==> config.mk <==
export PLATFORM = sky130hd
export DESIGN_NAME = intc8
export DESIGN_NICKNAME = d
export VERILOG_FILES = /design/src/rtl/intc8_pkg.sv /design/src/rtl/intc8_cfg.sv /design/src/rtl/intc8_req.sv /design/src/rtl/intc8_prio.sv /design/src/rtl/intc8.sv
export SDC_FILE = /design/constraint.sdc
export NUM_CORES = 1
export LEC_CHECK = 0
export BUFFER_PORTS_ARGS = -buffer_cell sky130_fd_sc_hd__clkbuf_2
export CAP_MARGIN = 15
export CORE_ASPECT_RATIO = 0.75
export CORE_UTILIZATION = 40
export DETAILED_ROUTE_END_ITERATION = 8
export PLACE_DENSITY_LB_ADDON = 0.2
export SLEW_MARGIN = 10
export SYNTH_ARGS = -nofsm -noshare
export SYNTH_HDL_FRONTEND = slang
export SYNTH_HIERARCHICAL = 1
export SYNTH_SLANG_ARGS = --single-unit
==> constraint.sdc <==
create_clock -name clk -period 18.77 [get_ports clk]
set_input_delay 0.9385 -clock clk [delete_from_list [all_inputs] [get_ports clk]]
set_output_delay 0.9385 -clock clk [all_outputs]
set_load 0.005 [all_outputs]
==> src/rtl/intc8_pkg.sv <==
package intc8_pkg;
  localparam int N_LINES = 8;
  localparam int LINE_W  = $clog2(N_LINES);
  localparam int BYTE_W  = 8;

  typedef enum logic [2:0] {ST_UNINIT, ST_BASE, ST_CASC, ST_MODE, ST_READY} cfg_st_e;
  typedef enum logic [1:0] {RSEL_IRR, RSEL_ISR, RSEL_CASC} rsel_e;

  typedef struct packed {
    logic              hit;
    logic [LINE_W-1:0] line;
  } pick_t;

  // rank 0 is the highest priority; the line after "low" ranks first
  function automatic logic [LINE_W-1:0] rank_of(logic [LINE_W-1:0] line,
                                                logic [LINE_W-1:0] low);
    return LINE_W'(line - low - LINE_W'(1));
  endfunction

  function automatic pick_t find_top(logic [N_LINES-1:0] vec, logic [LINE_W-1:0] low);
    pick_t p;
    logic [LINE_W-1:0] ln;
    p = '0;
    for (int k = N_LINES - 1; k >= 0; k--) begin
      ln = LINE_W'(low + LINE_W'(k) + LINE_W'(1));
      if (vec[ln]) begin
        p.hit  = 1'b1;
        p.line = ln;
      end
    end
    return p;
  endfunction

  function automatic logic [N_LINES-1:0] line_bit(logic [LINE_W-1:0] ln);
    return N_LINES'(1) << ln;
  endfunction

  function automatic logic [BYTE_W-1:0] vec_calc(logic [BYTE_W-1:0] base,
                                                 logic [LINE_W-1:0] ln);
    return BYTE_W'(base + BYTE_W'(ln));
  endfunction
endpackage

==> src/rtl/intc8_cfg.sv <==
module intc8_cfg
  import intc8_pkg::*;
#(
  parameter int DW = BYTE_W
) (
  input  logic          clk,
  input  logic          rst_n,
  input  logic          cmd_wr,
  input  logic          dat_wr,
  input  logic [DW-1:0] wdata,
  output logic          ready,
  output logic          init_pulse,
  output logic          imr_load,
  output logic          level_mode,
  output logic          aeoi,
  output logic [DW-1:0] base,
  output logic [DW-1:0] casc
);
  cfg_st_e st_q;
  logic    ic4_q;

  assign init_pulse = cmd_wr & wdata[4];
  assign ready      = (st_q == ST_READY);
  assign imr_load   = dat_wr & ready;

  always_ff @(posedge clk) begin
    if (!rst_n) begin
      st_q       <= ST_UNINIT;
      ic4_q      <= 1'b0;
      level_mode <= 1'b0;
      aeoi       <= 1'b0;
      base       <= '0;
      casc       <= '0;
    end else if (init_pulse) begin
      st_q       <= ST_BASE;
      ic4_q      <= wdata[0];
      level_mode <= wdata[3];
      aeoi       <= 1'b0;
    end else if (dat_wr) begin
      case (st_q)
        ST_BASE: begin
          base <= wdata;
          st_q <= ST_CASC;
        end
        ST_CASC: begin
          casc <= wdata;
          st_q <= ic4_q ? ST_MODE : ST_READY;
        end
        ST_MODE: begin
          aeoi <= wdata[1];
          st_q <= ST_READY;
        end
        default: ;
      endcase
    end
  end
endmodule

==> src/rtl/intc8_req.sv <==
module intc8_req
  import intc8_pkg::*;
#(
  parameter int NL = N_LINES
) (
  input  logic          clk,
  input  logic          rst_n,
  input  logic          init_clr,
  input  logic          level_mode,
  input  logic [NL-1:0] irq_in,
  input  logic [NL-1:0] ack_clr,
  output logic [NL-1:0] irr
);
  for (genvar i = 0; i < NL; i++) begin : g_line
    logic prev_q;
    logic irr_q;
    always_ff @(posedge clk) begin
      if (!rst_n || init_clr) begin
        prev_q <= 1'b1;
        irr_q  <= 1'b0;
      end else begin
        prev_q <= irq_in[i];
        if (level_mode) irr_q <= irq_in[i];
        else            irr_q <= ((irr_q & ~ack_clr[i]) | (irq_in[i] & ~prev_q)) & irq_in[i];
      end
    end
    assign irr[i] = irr_q;
  end
endmodule

==> src/rtl/intc8_prio.sv <==
module intc8_prio
  import intc8_pkg::*;
#(
  parameter int NL = N_LINES,
  parameter int LW = LINE_W
) (
  input  logic [NL-1:0] req,
  input  logic [NL-1:0] isr,
  input  logic [LW-1:0] low,
  output logic          grant,
  output logic [LW-1:0] grant_line,
  output logic          svc_hit,
  output logic [LW-1:0] svc_line
);
  pick_t req_pick, svc_pick;

  always_comb begin
    req_pick   = find_top(req, low);
    svc_pick   = find_top(isr, low);
    grant_line = req_pick.line;
    svc_hit    = svc_pick.hit;
    svc_line   = svc_pick.line;
    grant      = req_pick.hit &&
                 (!svc_pick.hit || (rank_of(req_pick.line, low) < rank_of(svc_pick.line, low)));
  end
endmodule

==> src/rtl/intc8.sv <==
module intc8
  import intc8_pkg::*;
#(
  parameter int NL = N_LINES,
  parameter int LW = LINE_W,
  parameter int DW = BYTE_W
) (
  input  logic          clk,
  input  logic          rst_n,
  input  logic          addr,
  input  logic          wr_en,
  input  logic          rd_en,
  input  logic [DW-1:0] wdata,
  output logic [DW-1:0] rdata,
  input  logic [NL-1:0] irq_in,
  output logic          int_out,
  input  logic          ack,
  output logic [DW-1:0] vec_out,
  output logic          vec_valid
);
  localparam logic [LW-1:0] LOW_DEFAULT = LW'(NL - 1);
  localparam logic [LW-1:0] SPUR_LINE   = LW'(NL - 1);

  logic          cmd_wr, dat_wr;
  logic          cfg_ready, init_pulse, imr_load, level_mode, aeoi_mode;
  logic [DW-1:0] vec_base, casc_word;
  logic [NL-1:0] irr, imr_q, isr_q, ack_clr, ack_set, eoi_clr;
  logic [LW-1:0] low_q, low_next, grant_line, svc_line;
  logic          grant, svc_hit;
  rsel_e         rsel_q;

  // decoded command events
  logic ocw2_wr, ocw3_wr, eoi_ns, eoi_sp, set_pri, ack_take;

  assign cmd_wr  = wr_en & ~addr;
  assign dat_wr  = wr_en & addr;
  assign ocw2_wr = cmd_wr & cfg_ready & ~wdata[4] & ~wdata[3];
  assign ocw3_wr = cmd_wr & cfg_ready & ~wdata[4] & wdata[3];
  assign eoi_ns  = ocw2_wr & wdata[5] & ~wdata[6];
  assign eoi_sp  = ocw2_wr & wdata[5] & wdata[6];
  assign set_pri = ocw2_wr & wdata[7] & wdata[6] & ~wdata[5];
  assign ack_take = ack & cfg_ready & grant;

  intc8_cfg #(.DW(DW)) u_cfg (
    .clk(clk), .rst_n(rst_n), .cmd_wr(cmd_wr), .dat_wr(dat_wr), .wdata(wdata),
    .ready(cfg_ready), .init_pulse(init_pulse), .imr_load(imr_load),
    .level_mode(level_mode), .aeoi(aeoi_mode), .base(vec_base), .casc(casc_word)
  );

  intc8_req #(.NL(NL)) u_req (
    .clk(clk), .rst_n(rst_n), .init_clr(init_pulse), .level_mode(level_mode),
    .irq_in(irq_in), .ack_clr(ack_clr), .irr(irr)
  );

  intc8_prio #(.NL(NL), .LW(LW)) u_prio (
    .req(irr & ~imr_q), .isr(isr_q), .low(low_q),
    .grant(grant), .grant_line(grant_line), .svc_hit(svc_hit), .svc_line(svc_line)
  );

  always_comb begin
    ack_set = (ack_take && !aeoi_mode) ? line_bit(grant_line) : '0;
    ack_clr = (ack_take && !level_mode) ? line_bit(grant_line) : '0;
    eoi_clr = '0;
    if (eoi_ns && svc_hit) eoi_clr = line_bit(svc_line);
    if (eoi_sp)            eoi_clr = line_bit(wdata[LW-1:0]);
    low_next = low_q;
    if (set_pri || (eoi_sp && wdata[7]))  low_next = wdata[LW-1:0];
    if (eoi_ns && wdata[7] && svc_hit)    low_next = svc_line;
  end

  assign int_out = cfg_ready & grant;

  always_ff @(posedge clk) begin
    if (!rst_n) begin
      imr_q     <= '1;
      isr_q     <= '0;
      low_q     <= LOW_DEFAULT;
      rsel_q    <= RSEL_IRR;
      rdata     <= '0;
      vec_out   <= '0;
      vec_valid <= 1'b0;
    end else begin
      if (init_pulse) begin
        isr_q  <= '0;
        low_q  <= LOW_DEFAULT;
        rsel_q <= RSEL_IRR;
      end else begin
        isr_q <= (isr_q & ~eoi_clr) | ack_set;
        low_q <= low_next;
        if (ocw3_wr) begin
          if (wdata[2])      rsel_q <= RSEL_CASC;
          else if (wdata[1]) rsel_q <= wdata[0] ? RSEL_ISR : RSEL_IRR;
        end
      end
      if (imr_load) imr_q <= wdata;
      if (rd_en) begin
        if (addr) rdata <= imr_q;
        else begin
          case (rsel_q)
            RSEL_ISR:  rdata <= isr_q;
            RSEL_CASC: rdata <= casc_word;
            default:   rdata <= irr;
          endcase
        end
      end
      vec_valid <= ack;
      if (ack) vec_out <= vec_calc(vec_base, ack_take ? grant_line : SPUR_LINE);
    end
  end
endmodule

* Yosys cells after proc, flatten, opt, wreduce, memory -nomap -nowiden
Index checks and enable logic that the tools add are counted.
Operators by class: add/sub/neg operators 19, multipliers 0, div/mod/pow operators 0, order comparisons 9, eq/ne operators 6, shift-type cells 3, mux-type cells 72, bitwise gates (word level) 77, reductions and logical operators 26
Operators by type and width (count):
- $mux W4 | 16
- $bmux W1 S3 | 16
- $and A1 B1 Y1 | 41
- $mux W8 | 5
- $lt A3 B4 Y1 const B | 8
- $mux W1 | 27
- $add A3 B1 Y3 const B | 8
- $shl A1 B3 Y8 const A | 3
- $not A1 Y1 | 23
- $and A8 B8 Y8 | 2
- $not A8 Y8 | 2
- $pmux W8 S2 | 1
- $add A3 B3 Y3 const B | 4
- $mux W3 | 4
- $pmux W3 S3 | 1
- $add A8 B3 Y8 | 1
- $or A1 B1 Y1 | 8
- $or A8 B8 Y8 | 1
- $reduce_and A2 Y1 | 4
- $logic_and A1 B1 Y1 | 7
- $add A3 B2 Y3 const B | 2
- $eq A3 B2 Y1 const B | 2
- $reduce_and A3 Y1 | 2
- $reduce_bool A2 Y1 | 3
- other kinds (13) | 21
Word-level totals: register bits 76, latch bits 0, memory bits (writable) 0, memory bits (read-only) 0, output and inout bits 18, logic and storage cells 242, memories kept 0

* Longest topological paths before layout
Gate-level depths: netlist (run 1).
depth in word-level cells 25, depth in mapped cells 29, gate-level depth less buffers 25

* Modules after synthesis
The synthesis (run 1) kept the hierarchy.
Modules (own cells, without submodules):
- intc8 | times used 1, cells each 267, area each 2205.9 um^2, seq. area each 760.7 um^2
- intc8_prio | times used 1, cells each 220, area each 1889.3 um^2, seq. area each 0.0 um^2
- intc8_cfg | times used 1, cells each 92, area each 880.8 um^2, seq. area each 440.4 um^2
- intc8_req | times used 1, cells each 59, area each 631.9 um^2, seq. area each 320.3 um^2

* Worst setup path after synthesis (run 1)
No wires, ideal clock.
kind register -> register, from register low_q[1], to register vec_out[6], arrival 6086 ps, slack 12593 ps, cell stages (with the launch flop) 28, buffers on the path 3, clock period less this slack 6177 ps, cells stage by stage dfxtp_1 > buf_2 > inv_1 > clkbuf_1 > ha_1 > buf_1 > mux4_2 > mux2_2 > o22ai_1 > o21ai_0 > a21oi_1 > o21ai_0 > a21oi_1 > ha_1 > fa_1 > inv_1 > ha_1 > a21o_1 > a21o_1 > a32oi_1 > and2_1 > nand2_1 > or2_2 > ha_1 > fa_1 > a21oi_1 > o21ai_0 > a311oi_1
Between the ends: word-level cells in the longest chain between the ends 20, elaborated cells between the ends (all ways) 73, those cells by class 19 x add/sub; 1 x order compare; 49 x mux; 1 x bitwise; 3 x reduce/logical
RTL lines:
- start, declared | RTL line intc8.sv:28 | logic [LW-1:0] low_q, low_next, grant_line, svc_line;
- start signal, assigned | RTL line intc8.sv:89 | low_q <= low_next;
- $add A3 B3 Y3 | RTL line intc8_pkg.sv:25 | ln = LINE_W'(low + LINE_W'(k) + LINE_W'(1));
- $add A3 B1 Y3 | RTL line intc8_pkg.sv:25
- $bmux W1 S3 | RTL line intc8_pkg.sv:26 | if (vec[ln]) begin
- $mux W1 (implied by the code) | RTL line intc8_pkg.sv:26
- $mux W4 (7 in series) | RTL line intc8_pkg.sv:26
- $mux W4 * | RTL line intc8_pkg.sv:26
- net svc_line[0] | RTL line intc8.sv:28
- $sub A3 B3 Y3 * | RTL line intc8_pkg.sv:17 | return LINE_W'(line - low - LINE_W'(1));
- $sub A3 B1 Y3 * | RTL line intc8_pkg.sv:17
- $lt A3 B3 Y1 * | RTL line intc8_prio.sv:24 | (!svc_pick.hit || (rank_of(req_pick.line, low) < rank_of(svc_pick.line, low)));
- $logic_or A1 B1 Y1 * | RTL line intc8_prio.sv:24
- $logic_and A1 B1 Y1 * | RTL line intc8_prio.sv:23 | grant = req_pick.hit &&
- net grant | RTL line intc8.sv:29 | logic grant, svc_hit;
- $and A1 B1 Y1 * | RTL line intc8.sv:42 | assign ack_take = ack & cfg_ready & grant;
- $mux W3 * | RTL line intc8.sv:107 | if (ack) vec_out <= vec_calc(vec_base, ack_take ? grant_line : SPUR_LINE);
- $add A8 B3 Y8 * | RTL line intc8_pkg.sv:40 | return BYTE_W'(base + BYTE_W'(ln));
- end signal, assigned | RTL line intc8.sv:107
- end, declared | RTL line intc8.sv:18 | output logic [DW-1:0] vec_out,
The timed path passes the listed nets; every way through them passes the cells marked *. The select of a mux whose other input is x is not followed. A chain may end at the register's enable or synchronous reset.

* Worst setup path in the final report (run 1)
Ends and elaborated chain as after synthesis.

==> results of run 1 <==
==> power breakdown <==
part / total, W / internal, W / switching, W
registers: 0.000169 / 0.000166 / 0.00000288
logic: 0.0000246 / 0.00000943 / 0.0000152
clock network: 0.000172 / 0.000103 / 0.0000692
==> metal layers <==
metal	up-vias	part of all wire (%)	global-route usage [%]
met3	22	10	6.37
met4	0	1.5	6.67
met1	2452	48	33.8
met5	-	0	0
li1	2374	-	-
met2	253	41	31.2
==> metrics by stage <==
stage / hold WS [ns] / power [W] / area (sq um)
final: 0.473 / 0.000365 / 6100
after CTS: 0.472 / 0.000369 / 6100
after detailed placement: 0.460 / 0.000197 / 5800
after floorplan: 0.438 / 0.000187 / 5610
after global placement: 0.454 / 0.000196 / 5800
after global routing: 0.505 / 0.000379 / 6100
==> Yosys cell counts (6+ instances only) <==
master,count,share of area (%)
buf_2,7,0.62
o21ai_0,31,2.8
nor2_1,42,2.8
inv_1,25,1.7
a21oi_1,42,3.7
dfxtp_1,76,27
mux4_1,6,2.8
and2_1,7,0.78
nor2b_1,29,3.2
nand3_1,9,0.80
mux2_2,10,2.0
a22oi_1,6,0.80
xnor2_1,7,1.1
nor3_1,16,1.4
nand4_1,6,0.67
buf_4,12,1.6
nand2b_1,15,1.7
a221oi_1,9,1.4
mux4_2,16,6.4
nand2_1,68,4.6
ha_1,12,2.7
o211ai_1,7,0.94
clkbuf_1,18,1.2
o311a_1,9,1.6
a211oi_1,7,0.94
mux2i_1,45,8.0
==> layout make-up <==
cell class | count | share of cell area [%]
Multi-Input combinational cell | 492 | 61.2
Sequential cell | 76 | 25.0
Timing Repair Buffer | 44 | 3.82
Clock buffer | 10 | 3.75
Tap cell | 175 | 3.59
Inverter | 26 | 1.60
Clock inverter | 6 | 1.07
==> worst max-delay path: stages, from the launching register on <==
cell and delay, ns:
dfxtp_1 0.67, inv_1 0.40, ha_1 0.77, buf_4 0.35
mux4_2 0.61, mux2i_1 0.31, o21ai_0 0.18, a21oi_1 0.16
o21ai_0 0.11, a21oi_1 0.42, ha_1 0.25, fa_1 0.42
inv_1 0.08, ha_1 0.22, a21o_1 0.16, a21o_1 0.19
a32oi_1 0.26, and2_1 0.21, nand2_1 0.07, or2_2 0.29
ha_1 0.23, fa_1 0.42, a21oi_1 0.21, o21ai_0 0.12
a311oi_1 0.24
==> sequential cells by signal (all words and copies together), names as in the netlist, 2 cells and up <==
register and flops:
imr_q 8, u_cfg/st_q 3, isr_q 8, u_req/g_line.prev_q 8
vec_out 8, u_cfg/base 8, low_q 3, u_cfg/casc 8
rsel_q 2, u_req/g_line.irr_q 8, rdata 8
==> worst min-delay path by stage <==
stage / depth (start not counted) / end
6_report: 2 / u_cfg/base[7]
2_1_floorplan: 2 / u_cfg/casc[0]
5_1_grt: 2 / u_cfg/base[7]
3_3_place_gp: 2 / u_cfg/base[0]
4_1_cts: 2 / u_cfg/casc[2]
3_5_place_dp: 2 / u_cfg/casc[2]
==> cells by family (layout without fill, tap and decap cells) <==
kind of cell / after synthesis / after routing / synth area share [%]
flops: 76 / 76 / 27.1
compound gates: 159 / 159 / 19.5
xor+xnor: 12 / 12 / 2.12
fa+ha+maj: 15 / 15 / 3.75
simple gates: 228 / 228 / 21.6
mux: 78 / 78 / 19.7
buf+inv: 70 / 86 / 6.31
==> layout by cell type, fill, tap and decap left out, types with 7 or more instances in the layout <==
master / instances
clkbuf_16: 9
mux2i_1: 45
nor2_1: 42
mux4_2: 16
inv_1: 25
o211ai_1: 7
xnor2_1: 7
dfxtp_1: 75
a221oi_1: 9
nand2b_1: 15
nand3_1: 9
nor2b_1: 29
ha_1: 12
o311a_1: 9
mux2_2: 10
and2_1: 7
nand2_1: 68
a211oi_1: 7
clkbuf_2: 39
o21ai_0: 31
a21oi_1: 42
nor3_1: 16
==> impl_metrics.yaml, run 1 <==
outcome:
  status: "finished, final reports clean"
min_path:
  hold_path.class: "flip-flop to flip-flop"
  hold_start: "u_cfg/base[7]"
critical_path:
  start_kind: "flip-flop"
  r2r_slack_ns: 11.30
  end_kind: "flip-flop"
  regToRegStartpoint: "low_q[1]"
  cp_max_fo: 16
  reg2regPathDepth: 24
  required_ns: 19.02
  rr_endpoint: "vec_out[6]"
  critPathKind: "flip-flop to flip-flop"
  worstPathArrival_ns: 7.72
  startpoint: "low_q[1]"
  endpoint: "vec_out[6]"
floorplanning:
  fp.dieH_um: 105
  coreArea_sq_um: 13700
  initial_utilization_pct: 40.9
  std_cell_rows: 37
  die_area_sq_um: 14500
  io_pins: 40
  die_w_um: 139
placement:
  io_buffers: 39
  dp_cells: 813
  hpwlAfterDp_um: 11800
  gp_congestion: 0.922
  place_ws_ns: 11.41
drt:
  drt-initial-drc-count: 522
  vias_per_cell: 6.15
  routed_wl_um: 16100
  firstDrtPassIters: 5
  ant_nets: 0
  route.detailed.drc: 0
  num_vias: 5101
  wl_per_cell_um: 19.4
sta:
  fin_ws_ns: 11.30
  maxSlewHeadroom_pct: 40.4
  min_period_ns: 7.47
  fmax_mhz: 134
  fin_crit_sh_pct: 39.8
  rsz0062_at_grt: "no"
  worst_pin_slew_ns: 0.887
  finalSetupTns_ns: 0
  finalClockSkew_ns: 0.00867
  finalSetupViolations: 0
  drv_slew: 0
  hold_violations: 0
global_route:
  antenna_found_initial: 0
  grt_start_max_net_pins: 55
  gr-total-overflow: 0
  grt_pass1_vias: 4616
  grt_pass1_wl_um: 25400
  grt_usage_pct: 22.6
clock_tree:
  cts_buffers: 9
  cts_resized: 0
  clock_sinks: 76
  clk_latency_ns: 0.34
  cts_max_level: 3
  root_buffer: "clkbuf_16"
  cts_setup_buffers: 0
  holdBufCountCts: 0
  cts_tree: "yes"
  clkTransAtPathRegs_ns: 0.06
  cts_buffer_depth: 2
finish:
  multi_input_area_sq_um: 3730
  stdcell_count: 829
  antennaDiodeCount: 0
  utilization_pct: 44.5
  nets: 686
  synthToLayoutAreaGrowth_pct: 8.75
  seq_area_sq_um: 1520
  layout-drive-gt1-share_pct: 16.8
  fillers: 1306
power:
  cellLeakagePower_nw: 2.50
  peakVddDrop_mv: 0.0454
  p_per_area_nw_per_um2: 59.9
synth:
  yosysWarningCount: 6
  yosysUniqueCellTypes: 75
  syn-instance-count: 638
  netlist_area_sq_um: 5610
  ys_seq_elements: 76
  synth_edf_count: 0
  syn_area_per_cell_sq_um: 8.79
  syn_nets: 675
  synthFlopType: "dfxtp_1"
  yosysSeqAreaShare_pct: 27.1
  async_flop_share_pct: 0
job:
  cap_viol_max_count: 0
Power figures use the tool's default switching activity.
==> run 2, diff against run 1 <==
clock period = 6.8 ns   (was 18.77 ns; I/O delays follow)
==> impl_metrics.yaml, run 2 (synthesis gave the netlist of run 1 again) <==
power:
  peakVddDrop_mv: 0.123
  fin_total_pwr_w: 0.00106
  switching_share_pct: 22.4
  p_int_w: 0.000823
  p_per_area_nw_per_um2: 171
  clkPwrFrac_pct: 49.7
  p_sw_w: 0.000238
  seqPwrFrac_pct: 44.0
  cellLeakagePower_nw: 2.57
  combPwrFrac_pct: 6.4
critical_path:
  required_ns: 7.05
  critPathKind: "flip-flop to flip-flop"
  start_kind: "flip-flop"
  reg2regPathDepth: 25
  cp_max_fo: 12
  worstPathArrival_ns: 6.57
  end_kind: "flip-flop"
sta:
  fmax_mhz: 158
  hold_violations: 0
  finalSetupViolations: 0
  finalSetupTns_ns: 0
  finalClockSkew_ns: 0.00629
  worst_pin_slew_ns: 0.765
  fin_crit_sh_pct: 92.9
  maxSlewHeadroom_pct: 48.6
  whs_ns: 0.200
  rsz0062_at_grt: "no"
  min_period_ns: 6.32
  drv_slew: 0
global_route:
  gr-total-overflow: 0
  grt_usage_pct: 23.4
  grt_most_used_layer: "met1"
  grt_use_met3_pct: 5.27
  antenna_found_initial: 0
  gr-usage-met2_pct: 32.7
  grt_start_max_net_pins: 55
  grt_pass1_vias: 4802
  grt_pass1_wl_um: 26500
  met1_usage_pct: 35.8
floorplanning:
  std_cell_rows: 37
  initial_utilization_pct: 40.9
  die_area_sq_um: 14500
  die_w_um: 139
  coreArea_sq_um: 13700
  io_pins: 40
  fp.dieH_um: 105
drt:
  num_vias: 5184
  firstDrtPassIters: 5
  drt-initial-drc-count: 471
  wl_per_cell_um: 19.9
  route.detailed.drc: 0
  routed_wl_um: 16600
  vias_per_cell: 6.19
  ant_nets: 0
clock_tree:
  cts_buffer_depth: 2
  clkTransAtPathRegs_ns: 0.06
  clock_sinks: 76
  cts_max_level: 3
  cts_buffers: 9
  clk_latency_ns: 0.34
  holdBufCountCts: 0
  cts_resized: 0
  root_buffer: "clkbuf_16"
  cts_setup_buffers: 0
  cts_tree: "yes"
finish:
  fillers: 1307
  layout-drive-gt1-share_pct: 18.0
  synthToLayoutAreaGrowth_pct: 10.5
  stdcell_count: 837
  multi_input_area_sq_um: 3730
  layout_common_cells: "dfxtp_1, nand2_1, mux2i_1"
  antennaDiodeCount: 0
  nets: 695
  final_common_cell: "dfxtp_1"
  seq_area_sq_um: 1520
job:
  cap_viol_max_count: 0
min_path:
  whs_path_depth: 2
  hold_path.class: "input pin to flip-flop"
placement:
  hpwlAfterDp_um: 12400
  io_buffers: 39
  dp_cells: 822
  gp_congestion: 0.980
outcome:
  status: "finished, final reports clean"
## run 2: changes by cell type in the layout (fill, tap and decap cells not counted), sizes merged
| cell | delta |
|---|---|
| buf | +9 |
| clkinvlp | -3 |
| bufinv | +1 |
| clkbuf | +1 |
## run 2: power groups by stage
stage | Clock, W | Combinational [W] | Sequential (W)
after global placement | 0 | 0.0000661 | 0.000475
after detailed placement | 0 | 0.0000670 | 0.000476
final | 0.000527 | 0.0000679 | 0.000466
after floorplan | 0 | 0.0000431 | 0.000473
after global routing | 0.000551 | 0.0000749 | 0.000468
after CTS | 0.000535 | 0.0000674 | 0.000466
## run 2: layout make-up
cell class | count | share of cell area [%]
inverter | 26 | 1.57
clock inverter | 4 | 1.17
timing repair buffer | 53 | 4.85
sequential | 76 | 24.6
clock buffer | 11 | 4.08
multi-input combinational | 492 | 60.2
tap | 175 | 3.53
## run 2: path summary, 6_finish.rpt
kind,startpoint,to,slack [ns]
worst max-delay path,low_q[0],vec_out[6],0.48
worst min-delay path,irq_in[0],u_req/g_line[0].prev_q,0.20
worst max register to register,low_q[0],vec_out[6],0.48
worst min register to register,u_cfg/base[0],u_cfg/base[0],0.47
## run 2: layer usage
metal	vias up	wire length (um)
li1	2393	-
met3	16	1460
met1	2548	8210
met5	-	0
met4	0	155
met2	227	6820
## run 2: critical path, cell delays in order, from the launching register on
cell and delay, ns:
dfxtp_2 0.34, inv_1 0.06, ha_1 0.59, buf_4 0.28, mux4_2 0.30, mux2_2 0.27
o22ai_1 0.21, o21ai_0 0.11, a21oi_1 0.15, o21ai_0 0.08, a21oi_1 0.44, ha_1 0.25
fa_1 0.44, inv_1 0.08, ha_1 0.22, a21o_1 0.16, a21o_1 0.18, a32oi_1 0.26
and2_1 0.21, nand2_1 0.07, or2_2 0.29, ha_1 0.23, fa_1 0.42, a21oi_1 0.21
o21ai_0 0.11, a311oi_1 0.25
## run 2: per-stage QoR
step / area (sq um) / setup slack [ns] / utilization [%]
after floorplan: 5610 / 0.623 / -
after global placement: 5870 / 0.789 / 42.9
after detailed placement: 5870 / 0.604 / 42.9
after CTS: 6200 / 0.588 / 45.2
after global routing: 6200 / 0.00626 / 45.2
final: 6200 / 0.480 / 45.2
==> run 3, diff against run 2 <==
ABC_AREA = 1   (was not set)
==> impl_metrics.yaml, run 3 <==
drt:
  ant_nets: 0
  route.detailed.drc: 0
  wl_per_cell_um: 15.1
  routed_wl_um: 15700
  firstDrtPassIters: 5
  num_vias: 5424
  drt-initial-drc-count: 583
  vias_per_cell: 5.20
synth:
  ys_seq_elements: 76
  yosysWarningCount: 6
  synth.mux.area_fraction_pct: 0
  async_flop_share_pct: 0
  synth_xor_area_share_pct: 1.60
  synth_compound_area_share_pct: 14.3
  synth_edf_count: 0
  yosysMostFrequentCell: "nand2_1"
  yosysUniqueCellTypes: 47
  netlist_area_sq_um: 5470
  syn-instance-count: 848
  synthTopCellsByCount: "nand2_1, inv_1, nand3_1, nor2_1, dfxtp_1"
  synthTopCellsByArea: "dfxtp_1, nand2_1, nand3_1"
  synthFlopType: "dfxtp_1"
  synth_area_leader_cell: "dfxtp_1"
  yosysSeqAreaShare_pct: 27.8
  synth.top_cell.area_share_pct: 27.8
  syn_area_per_cell_sq_um: 6.46
  syn_nets: 885
  synth_top_family_by_area: "simple AND/OR/NAND/NOR gates"
  yosys.area_share.simple_pct: 38.6
  synthAdderAreaFrac_pct: 3.84
clock_tree:
  cts_resized: 0
  clkTransAtPathRegs_ns: 0.06
  cts_max_level: 3
  clk_latency_ns: 0.34
  holdBufCountCts: 0
  cts_buffers: 9
  root_buffer: "clkbuf_16"
  cts_setup_buffers: 0
  cts_tree: "yes"
  cts_buffer_depth: 2
  clock_sinks: 76
min_path:
  hold_start: "irq_in[5]"
  hold_path.class: "input pin to flip-flop"
  min_to: "u_req/g_line[5].prev_q"
  whs_path_depth: 3
finish:
  fillers: 1418
  antennaDiodeCount: 0
  layout_common_cells: "nand2_1, inv_1, nand3_1"
  synthToLayoutAreaGrowth_pct: 8.87
  final_common_cell: "nand2_1"
  layout-drive-gt1-share_pct: 14.5
  utilization_pct: 45.3
  stdcell_count: 1044
  nets: 905
  final_cell_area_sq_um: 5960
global_route:
  grt_pass1_vias: 4693
  grt_usage_pct: 23.5
  gr-total-overflow: 0
  grt_pass1_wl_um: 25200
  antenna_found_initial: 0
  grt_start_max_net_pins: 52
floorplanning:
  coreArea_sq_um: 13200
  io_pins: 40
  fp.dieH_um: 103
  die_w_um: 137
  die_area_sq_um: 14200
  initial_utilization_pct: 41.6
  std_cell_rows: 36
critical_path:
  critPathKind: "flip-flop to flip-flop"
  cp_max_fo: 23
  worstPathArrival_ns: 6.06
  end_kind: "flip-flop"
  rr_endpoint: "vec_out[6]"
  reg2regPathDepth: 33
  r2r_slack_ns: 1.02
  slowest_delay_ns: 0.61
  start_kind: "flip-flop"
  required_ns: 7.08
  regToRegStartpoint: "low_q[0]"
  critPathSlowestCell: "ha_1"
  crit_path_frequent_cell: "nand2_1"
sta:
  maxSlewHeadroom_pct: 62.3
  hold_violations: 0
  worst_pin_slew_ns: 0.566
  drv_slew: 0
  finalSetupTns_ns: 0
  rsz0062_at_grt: "no"
  fin_ws_ns: 1.02
  finalSetupViolations: 0
  fmax_mhz: 173
  min_period_ns: 5.78
  fin_crit_sh_pct: 84.9
  finalClockSkew_ns: 0.00653
power:
  peakVddDrop_mv: 0.129
  cellLeakagePower_nw: 2.80
  p_per_area_nw_per_um2: 173
placement:
  io_buffers: 39
  gp_congestion: 0.932
  placed_area_sq_um: 5670
  hpwlAfterDp_um: 12300
  dp_cells: 1028
  place_ws_ns: 1.07
job:
  cap_viol_max_count: 0
outcome:
  status: "finished, final reports clean"
-- run 3: cell types whose count changed in the layout (fill, tap and decap cells not counted), sizes merged, moves of 12 or more --
cell / delta
a21oi: +15
inv: +95
mux2i: -46
mux4: -22
nand2: +145
nand2b: -15
nand3: +89
nand4: +12
nor2: +63
nor2b: -30
o211ai: +18
-- run 3: routing by layer --
layer  vias to the layer above  track usage [%]  wire length [um]
li1                       2782                -                 -
met1                      2421             37.7              8550
met2                       207             30.5              5730
met3                        14             5.26              1280
met4                         0             5.16               156
met5                         -                0                 0
-- run 3: cell type report --
class	count	area, sq um	area share [%]
clock buffers	10	229	3.84
clock inverters	6	65.1	1.09
flip-flops and latches	76	1520	25.5
inverters	128	494	8.29
well taps	171	214	3.59
multi-input cells	608	3200	53.6
repair buffers	45	240	4.03
-- run 3: kinds of logic after synthesis --
| logic type | count (synthesis) |
|---|---|
| AND/OR/NAND/NOR | 452 |
| adder cells (fa/ha/maj) | 15 |
| buffers and inverters | 164 |
| XOR/XNOR | 7 |
| AO/OA/AOI/OAI | 134 |
| flip-flops | 76 |
-- run 3: worst max-delay path by stage --
stage / start / to / slack (ns) / depth (start not counted)
after floorplan: low_q[0] / vec_out[4] / 1.73 / 35
after global placement: low_q[0] / vec_out[6] / 1.22 / 32
after detailed placement: low_q[0] / vec_out[4] / 1.07 / 32
after CTS: low_q[0] / vec_out[4] / 1.03 / 32
after global routing: low_q[0] / vec_out[6] / 0.39 / 33
final: low_q[0] / vec_out[6] / 1.02 / 33
-- run 3: through the flow --
step	total power, W	hold slack, ns
2_1_floorplan	0.000534	0.442
3_5_place_dp	0.000561	0.456
4_1_cts	0.00104	0.249
5_1_grt	0.00107	0.266
6_report	0.00103	0.255
3_3_place_gp	0.000562	0.462
-- run 3: worst max-delay path, delay by kind of cell (launching register included) --
family	cells	cell delay, ns
buf+inv	6	0.71
compound gates	11	1.59
fa+ha+maj	6	2.07
xor+xnor	1	0.19
flops	1	0.40
simple gates	9	0.74
-- run 3: power breakdown --
part	internal (W)	switching, W
Combinational	0.0000272	0.0000555
Sequential	0.000461	0.00000884
Clock	0.000284	0.000192
Total	0.000772	0.000256
